$ cat config.mk
export PLATFORM = sky130hd
export DESIGN_NAME = capacity_mask_alloc
export DESIGN_NICKNAME = d
export VERILOG_FILES = /design/src/rtl/cbm_pkg.sv /design/src/rtl/cbm_ctrl.sv /design/src/rtl/cbm_datapath.sv /design/src/rtl/capacity_mask_alloc.sv
export SDC_FILE = /design/constraint.sdc
export NUM_CORES = 2
export LEC_CHECK = 0
export BUFFER_PORTS_ARGS = -buffer_cell sky130_fd_sc_hd__buf_2
export CAP_MARGIN = 25
export CORE_MARGIN = 5
export CORE_UTILIZATION = 50
export CTS_CLUSTER_SIZE = 14
export DETAILED_ROUTE_END_ITERATION = 7
export PLACE_DENSITY = 0.77
export SYNTH_ARGS = -nofsm -noshare
export SYNTH_HDL_FRONTEND = slang
export SYNTH_HIERARCHICAL = 1
export SYNTH_SLANG_ARGS = --single-unit
$ cat constraint.sdc
create_clock -name clk -period 8.6 [get_ports clk]
set_input_delay 0.86 -clock clk [delete_from_list [all_inputs] [get_ports clk]]
set_output_delay 0.86 -clock clk [all_outputs]
set_load 0.03 [all_outputs]
$ cat src/rtl/cbm_pkg.sv
package cbm_pkg;

  typedef enum logic [6:0] {
    ST_NONE     = 7'd0,
    ST_OK       = 7'd1,
    ST_BAD_OP   = 7'd2,
    ST_BAD_ID   = 7'd3,
    ST_BAD_AT   = 7'd4,
    ST_BAD_MASK = 7'd5
  } status_e;

  localparam logic [4:0] OP_COMMIT = 5'd1;
  localparam logic [4:0] OP_FETCH  = 5'd2;
  localparam logic [4:0] OP_FLUSH  = 5'd3;

  localparam int OFF_CAPS  = 0;
  localparam int OFF_ALLOC = 24;
  localparam int OFF_MASK  = 32;

  // strobes from control to datapath
  typedef struct packed {
    logic        ctlLoad;
    logic        commit;
    logic        fetch;
    logic        flush;
    logic [15:0] entryIdx;
    status_e     status;
    logic [4:0]  op;
    logic [2:0]  at;
    logic [11:0] id;
  } cmd_t;

endpackage

$ cat src/rtl/cbm_ctrl.sv
module cbm_ctrl
  import cbm_pkg::*;
#(
  parameter int NUM_IDS    = 8,
  parameter int NUM_BLOCKS = 80,
  parameter bit HAS_DATA   = 1'b1,
  parameter bit HAS_CODE   = 1'b1,
  parameter bit HAS_FLUSH  = 1'b1,
  parameter int ADDR_W     = 12,
  parameter int SLOTS      = 2
) (
  input  logic              regWrEn,
  input  logic [ADDR_W-1:0] regAddr,
  input  logic [19:0]       cmdWord,
  input  logic              tailDirty,
  output cmd_t              cmd,
  output logic              slotWe,
  output logic [7:0]        slotSel
);

  localparam int NUM_AT   = int'(HAS_DATA) + int'(HAS_CODE);
  localparam int AT_SLOTS = (NUM_AT > 0) ? NUM_AT : 1;
  localparam bit AT_ON    = (NUM_AT > 0);
  localparam bit ALLOC_ON = (NUM_BLOCKS > 0);

  logic [4:0]  op;
  logic [2:0]  at;
  logic [11:0] id;
  logic        idOk;
  logic        atOk;
  logic        atSel;
  logic        isAlloc;
  logic [31:0] slotOff;
  status_e     st;

  always_comb begin
    op      = cmdWord[4:0];
    id      = cmdWord[19:8];
    at      = AT_ON ? cmdWord[7:5] : 3'd0;
    idOk    = (32'(id) < NUM_IDS);
    atOk    = !AT_ON || ((at == 3'd0) && HAS_DATA) || ((at == 3'd1) && HAS_CODE);
    atSel   = (NUM_AT == 2) ? at[0] : 1'b0;
    isAlloc = regWrEn && (32'(regAddr) == OFF_ALLOC) && ALLOC_ON;

    // fixed check order: ID, access type, op
    if (!idOk)                          st = ST_BAD_ID;
    else if (!atOk)                     st = ST_BAD_AT;
    else if (op == OP_COMMIT)           st = tailDirty ? ST_BAD_MASK : ST_OK;
    else if (op == OP_FETCH)            st = ST_OK;
    else if (op == OP_FLUSH && HAS_FLUSH) st = ST_OK;
    else                                st = ST_BAD_OP;

    cmd          = '0;
    cmd.ctlLoad  = isAlloc;
    cmd.commit   = isAlloc && (st == ST_OK) && (op == OP_COMMIT);
    cmd.fetch    = isAlloc && (st == ST_OK) && (op == OP_FETCH);
    cmd.flush    = isAlloc && (st == ST_OK) && (op == OP_FLUSH);
    cmd.entryIdx = 16'(32'(id) * AT_SLOTS + 32'(atSel));
    cmd.status   = st;
    cmd.op       = op;
    cmd.at       = at;
    cmd.id       = id;

    slotOff = 32'(regAddr) - OFF_MASK;
    slotWe  = regWrEn && (32'(regAddr) >= OFF_MASK) && (regAddr[2:0] == 3'd0)
              && ((slotOff >> 3) < SLOTS);
    slotSel = 8'(slotOff >> 3);
  end

endmodule

$ cat src/rtl/cbm_datapath.sv
module cbm_datapath
  import cbm_pkg::*;
#(
  parameter int NUM_IDS    = 8,
  parameter int NUM_BLOCKS = 80,
  parameter int AT_SLOTS   = 2,
  parameter bit HAS_FLUSH  = 1'b1,
  parameter int VER_MAJOR  = 1,
  parameter int VER_MINOR  = 2,
  parameter int ADDR_W     = 12
) (
  input  logic              clk,
  input  logic              rstN,
  input  cmd_t              cmd,
  input  logic              slotWe,
  input  logic [7:0]        slotSel,
  input  logic [63:0]       regWrData,
  input  logic [ADDR_W-1:0] regAddr,
  output logic              tailDirty,
  output logic [63:0]       regRdData
);

  localparam int SLOTS_REAL  = (NUM_BLOCKS + 63) / 64;
  localparam int SLOTS_ALLOC = (SLOTS_REAL > 0) ? SLOTS_REAL : 1;
  localparam int FLAT_W      = SLOTS_ALLOC * 64;
  localparam int MASK_W      = (NUM_BLOCKS > 0) ? NUM_BLOCKS : 1;
  localparam int TAIL_BITS   = NUM_BLOCKS % 64;
  localparam int NUM_ENTRIES = NUM_IDS * AT_SLOTS;
  localparam int IDX_W       = (NUM_ENTRIES > 1) ? $clog2(NUM_ENTRIES) : 1;
  localparam logic [63:0] CAPS_WORD =
    {39'd0, HAS_FLUSH, 16'(NUM_BLOCKS), 4'(VER_MAJOR), 4'(VER_MINOR)};

  logic [63:0]       stage   [SLOTS_ALLOC];
  logic [MASK_W-1:0] maskMem [NUM_ENTRIES];
  logic [63:0]       ctlReg;
  logic [FLAT_W-1:0] stageFlat;
  logic [FLAT_W-1:0] fetchFlat;
  logic [IDX_W-1:0]  idx;
  logic              unusedIdx;

  assign idx       = cmd.entryIdx[IDX_W-1:0];
  assign unusedIdx = ^cmd.entryIdx;

  always_comb begin
    for (int s = 0; s < SLOTS_ALLOC; s++) stageFlat[s*64 +: 64] = stage[s];
    fetchFlat = FLAT_W'(maskMem[idx]);
  end

  generate
    if (TAIL_BITS != 0) begin : g_tail
      localparam logic [63:0] KEEP = (64'd1 << TAIL_BITS) - 64'd1;
      assign tailDirty = |(stage[SLOTS_ALLOC-1] & ~KEEP);
    end else begin : g_notail
      assign tailDirty = 1'b0;
    end
  endgenerate

  always_ff @(posedge clk) begin
    if (!rstN) begin
      for (int s = 0; s < SLOTS_ALLOC; s++) stage[s] <= '0;
      for (int e = 0; e < NUM_ENTRIES; e++) maskMem[e] <= (e < AT_SLOTS) ? '1 : '0;
      ctlReg <= '0;
    end else begin
      if (slotWe) stage[slotSel] <= regWrData;
      if (cmd.fetch)
        for (int s = 0; s < SLOTS_ALLOC; s++) stage[s] <= fetchFlat[s*64 +: 64];
      if (cmd.commit) maskMem[idx] <= stageFlat[MASK_W-1:0];
      if (cmd.flush)  maskMem[idx] <= '0;
      if (cmd.ctlLoad)
        ctlReg <= {24'd0, 1'b0, cmd.status, 12'd0, cmd.id, cmd.at, cmd.op};
    end
  end

  logic [31:0] rdOff;
  logic [31:0] rdSlot;

  always_comb begin
    rdOff     = 32'(regAddr);
    rdSlot    = (rdOff - OFF_MASK) >> 3;
    regRdData = '0;
    if (rdOff == OFF_CAPS)
      regRdData = CAPS_WORD;
    else if (rdOff == OFF_ALLOC)
      regRdData = ctlReg;
    else if (rdOff >= OFF_MASK && rdOff[2:0] == 3'd0 && rdSlot < SLOTS_REAL)
      regRdData = stage[rdSlot[7:0]];
  end

endmodule

$ cat src/rtl/capacity_mask_alloc.sv
module capacity_mask_alloc
  import cbm_pkg::*;
#(
  parameter int NUM_IDS    = 8,
  parameter int NUM_BLOCKS = 80,
  parameter bit HAS_DATA   = 1'b1,
  parameter bit HAS_CODE   = 1'b1,
  parameter bit HAS_FLUSH  = 1'b1,
  parameter int VER_MAJOR  = 1,
  parameter int VER_MINOR  = 2,
  parameter int ADDR_W     = 12
) (
  input  logic              clk,
  input  logic              rstN,
  input  logic              regWrEn,
  input  logic [ADDR_W-1:0] regAddr,
  input  logic [63:0]       regWrData,
  output logic [63:0]       regRdData
);

  localparam int NUM_AT   = int'(HAS_DATA) + int'(HAS_CODE);
  localparam int AT_SLOTS = (NUM_AT > 0) ? NUM_AT : 1;
  localparam int SLOTS    = (NUM_BLOCKS + 63) / 64;

  cmd_t       cmd;
  logic       slotWe;
  logic [7:0] slotSel;
  logic       tailDirty;

  cbm_ctrl #(
    .NUM_IDS(NUM_IDS), .NUM_BLOCKS(NUM_BLOCKS), .HAS_DATA(HAS_DATA),
    .HAS_CODE(HAS_CODE), .HAS_FLUSH(HAS_FLUSH), .ADDR_W(ADDR_W), .SLOTS(SLOTS)
  ) u_ctrl (
    .regWrEn(regWrEn), .regAddr(regAddr), .cmdWord(regWrData[19:0]),
    .tailDirty(tailDirty), .cmd(cmd), .slotWe(slotWe), .slotSel(slotSel)
  );

  cbm_datapath #(
    .NUM_IDS(NUM_IDS), .NUM_BLOCKS(NUM_BLOCKS), .AT_SLOTS(AT_SLOTS),
    .HAS_FLUSH(HAS_FLUSH), .VER_MAJOR(VER_MAJOR), .VER_MINOR(VER_MINOR),
    .ADDR_W(ADDR_W)
  ) u_dp (
    .clk(clk), .rstN(rstN), .cmd(cmd), .slotWe(slotWe), .slotSel(slotSel),
    .regWrData(regWrData), .regAddr(regAddr), .tailDirty(tailDirty),
    .regRdData(regRdData)
  );

endmodule

# == Yosys cells after proc, flatten, opt, wreduce, memory -nomap -nowiden ==
# Memories as Yosys holds them, arrays and structs flattened.
# Index checks and enable logic that the tools add are counted.
# word_totals
elab_cells,65
regBits,27
out_inout_bits,64
latchBits,0
mem_bits_rw,1408
inputBits,79
memories,2
mem_bits_ro,0
# op_classes
muxes,31
addsub,2
n_reduce_logical,17
bitwise_logic,3
div,0
n_lt_le_gt_ge,3
multipliers,0
n_shift,0
eq_ne,6
# mem_list
name,words,word_bits,rd,rd_clocked_by_memory_dff,wr,line,source
u_dp.maskMem,16,80,1,0,16,cbm_datapath.sv:34,logic [MASK_W-1:0] maskMem [NUM_ENTRIES];
u_dp.stage,2,64,3,0,2,cbm_datapath.sv:33,logic [63:0] stage [SLOTS_ALLOC];
# ops
operator,count
$mux 64,6
$mux 80,2
$reduce_or 80->1,1
$reduce_or 64->1,1
$reduce_or 48->1,1
$lt 29x2->1 const B,1
$mux 7,4
$mux 1,16
$sub 12x6->13 const B,1
$eq 12x5->1 const B,1
$ge 12x6->1 const B,1
$logic_not 12->1,1
$lt 12x4->1 const B,1
$eq 5x2->1 const B,2
$logic_and 1x1->1,10
$eq 7x1->1 const B,1
$logic_not 3->1,2
$eq 5x1->1 const B,1
$add 4x1->4,1
$mux 4,1
$eq 3x1->1 const B,1
$mux 3,1
$or 1x1->1,3
$mux 2,1
$logic_or 1x1->1,1

# == Longest topological paths before layout ==
# depth
depth_word,15
ltp_mapped,12
ltp_nobuf,9

# == Modules after synthesis ==
# The synthesis kept the hierarchy.
# by_module_without_submodules
mod,seq_area_each_um2,cells_each,instances,area_per_inst_um2
cbm_datapath,42821.1,4393,1,61651.6
cbm_ctrl,0.0,85,1,614.3

# == Worst setup path before layout ==
# Ideal clock, no wire load.
# synth_timing
kind,input port to flip-flop
from,in regAddr[5]
to,mem u_dp/maskMem[1][0] in the netlist's numbering (enable)
required_ns,8.148
n_path_buf,1
slack_ns,3.286
setup_time_ns,0.452
path_stages,8
arrival_ns,4.863
cell_sequence,or4_4 nand4b_4 nor4_1 o21ai_0 nor3b_1 and2_1 clkbuf_1 nand2b_1
# synth_rtl
item,line,source
start: declaration,capacity_mask_alloc.sv:16,"input logic [ADDR_W-1:0] regAddr,"
end: declaration,cbm_datapath.sv:34,

==> flow_metrics.tcl <==
set metrics [dict create \
    outcome "completed" \
    worst_slack_ns 2.03 \
    r2r-end "u_dp/maskMem[6][28]$_SDFFCE_PN0P_" \
    seqCellArea_sq_um 42800 \
    cts_tree "done" \
    startpoint "u_dp/stage[1][18]$_SDFFCE_PN0P_" \
    root_buffer "clkbuf_16" \
    crit_type "reg2reg" \
    dr.pass1.iters 6 \
    nets 4509 \
    ant_nets 0 \
    finalCriticalPeriod_ns 6.57 \
    portBuffers 142 \
    start_util 0.502 \
    dpl_worst_slack_ns 1.85 \
    cp_max_fo 50 \
    fin_area_sq_um 68700 \
    clkSinkCount 1435 \
    h-tree-depth 4 \
    wl_per_cell_um 28.6 \
    hold_start "regWrData[46]" \
    synth_cells 4457 \
    design.die.area_sq_um 131000 \
    whs_ns 0.385 \
    power_density_nw_per_um2 214 \
    relSlewSlack 0.222 \
    drc 0 \
    drt_wl_total_um 177000 \
    pin_count 143 \
    setup_viol 0 \
    maxCapViolations 0 \
    clk_pin_slew_worst_paths_ns 0.06 \
    gp_congestion 0.843 \
    routed_via_density 6.33 \
    worstPathRequired_ns 9.03 \
    fp.dieW_um 362 \
    postCtsHoldBufs 0 \
    maxSlewViolCount 0 \
    r2r-start "u_dp/stage[1][18]$_SDFFCE_PN0P_" \
    power.total_mw 14.7 \
    rsz0062_at_grt "no" \
    hold_path_depth 3 \
    syn-cell-area_sq_um 62100 \
    core_area_sq_um 124000 \
    die_y_um 362 \
    rr_worst_depth 12 \
    hp-class "in2reg" \
    finalClockSkew_ns 0.0300 \
    fin_tns_setup_ns 0 \
    fin_util 0.556 \
    post_cts_buffers 0 \
    num_vias 39300 \
    drive_above_1_share 0.164 \
    p_leak_nw 24.9 \
    fin_cells 6202 \
    hpwlAfterDp_um 102000 \
    grt_start_max_net_pins 67 \
    drt_iter0_drc 5808 \
    syn_avg_cell_area_sq_um 13.9 \
    finalHoldViolations 0 \
    grt-ovfl-total 0 \
    post_dp_cell_area_sq_um 64200 \
    antenna_found_initial 6 \
    worstPathArrival_ns 7.00 \
    placedCellCount 5915 \
    vdd_drop_max_mv 0.172 \
    reg2reg_slack_ns 2.03 \
    min_to "u_dp/stage[0][46]$_DFFE_PP_" \
    worst_pin_slew_ns 1.17 \
    grt_pass1_vias 39500 \
    fill_cells 9489 \
    track_usage 0.267 \
    cts-resized-gates 0 \
    yosysWarnings 6 \
    cts_buffers 146 \
    clock_path_buffers 3 \
    grt_pass1_wl_um 259000 \
    multiInputGateArea_sq_um 17800 \
    worstSetupEndpointType "flop" \
    finalCritPeriodShare 0.764 \
    syn_to_final_growth_pct 10.6 \
    fmax_mhz 152 \
    clk_latency_ns 0.77 \
    rows 129 \
    start_kind "flop" \
]
[worst max path at each step]
stage | slack [ns] | cells past startpoint | to
floorplan | 3.31 | 8 | u_dp/maskMem[1][0]$_SDFFCE_PN1P_
global placement | 1.34 | 11 | u_dp/maskMem[4][41]$_SDFFCE_PN0P_
detailed placement | 1.85 | 12 | u_dp/maskMem[4][41]$_SDFFCE_PN0P_
CTS | 1.85 | 12 | u_dp/maskMem[4][50]$_SDFFCE_PN0P_
global route | 1.83 | 12 | u_dp/maskMem[6][28]$_SDFFCE_PN0P_
finish | 2.03 | 12 | u_dp/maskMem[6][28]$_SDFFCE_PN0P_
[where the power goes]
group	internal, mW	total (mW)	switching (mW)
clock network	3.32	5.96	2.64
registers	7.84	7.91	0.0668
logic	0.252	0.810	0.557
[state kept, by name, indices dropped and copies added, names as in the netlist]
name and flops:
u_dp/ctlReg 27, u_dp/stage 128, u_dp/maskMem 1280
[routing by layer]
metal,global-route usage,vias to the layer above,wire length (um)
li1,-,16100,-
met1,0.352,19700,62300
met2,0.422,3026,82900
met3,0.0811,473,24400
met4,0.106,4,7650
met5,0,-,22
[cell usage in the layout, fill, tap and decap left out, types with 4 or more instances in the layout]
cell / instances
a21oi_1: 4
a22oi_1: 158
and2_1: 48
buf_12: 7
buf_2: 142
buf_4: 78
bufinv_16: 4
clkbuf_1: 37
clkbuf_16: 148
clkinv_1: 35
clkinv_2: 22
clkinv_8: 5
conb_1: 4
dfxtp_1: 27
diode_2: 18
edfxtp_1: 1408
inv_1: 4
inv_6: 9
mux2i_1: 249
mux4_2: 241
nand2_1: 347
nand2_4: 25
nand2b_1: 81
nand2b_4: 4
nand3_1: 160
nand3_4: 4
nand4_1: 4
nor2_1: 1159
nor2b_1: 32
nor4_1: 16
o21ai_0: 6
o21ai_2: 21
or3_1: 4
[worst max-delay path: stages, from the launching register on]
cell,delay [ns]
edfxtp_1,0.40
nor4_1,0.43
buf_2,0.26
buf_4,0.17
nand4_1,0.33
or3_1,0.55
a311o_1,0.33
nor4_1,0.66
o21ai_0,0.35
nor3b_2,0.63
nand2_4,0.59
nand2_4,1.01
buf_4,0.44
[final cells by class]
cell class | count | share of cell area
timing repair buffer | 233 | 0.0227
clock buffer | 188 | 0.0565
inverter | 5 | 0.000273
antenna | 18 | 0.000655
multi-input combinational | 2607 | 0.259
tap | 1637 | 0.0298
sequential | 1435 | 0.623
clock inverter | 79 | 0.00808
No activity file was read; power rests on OpenSTA's default activity.
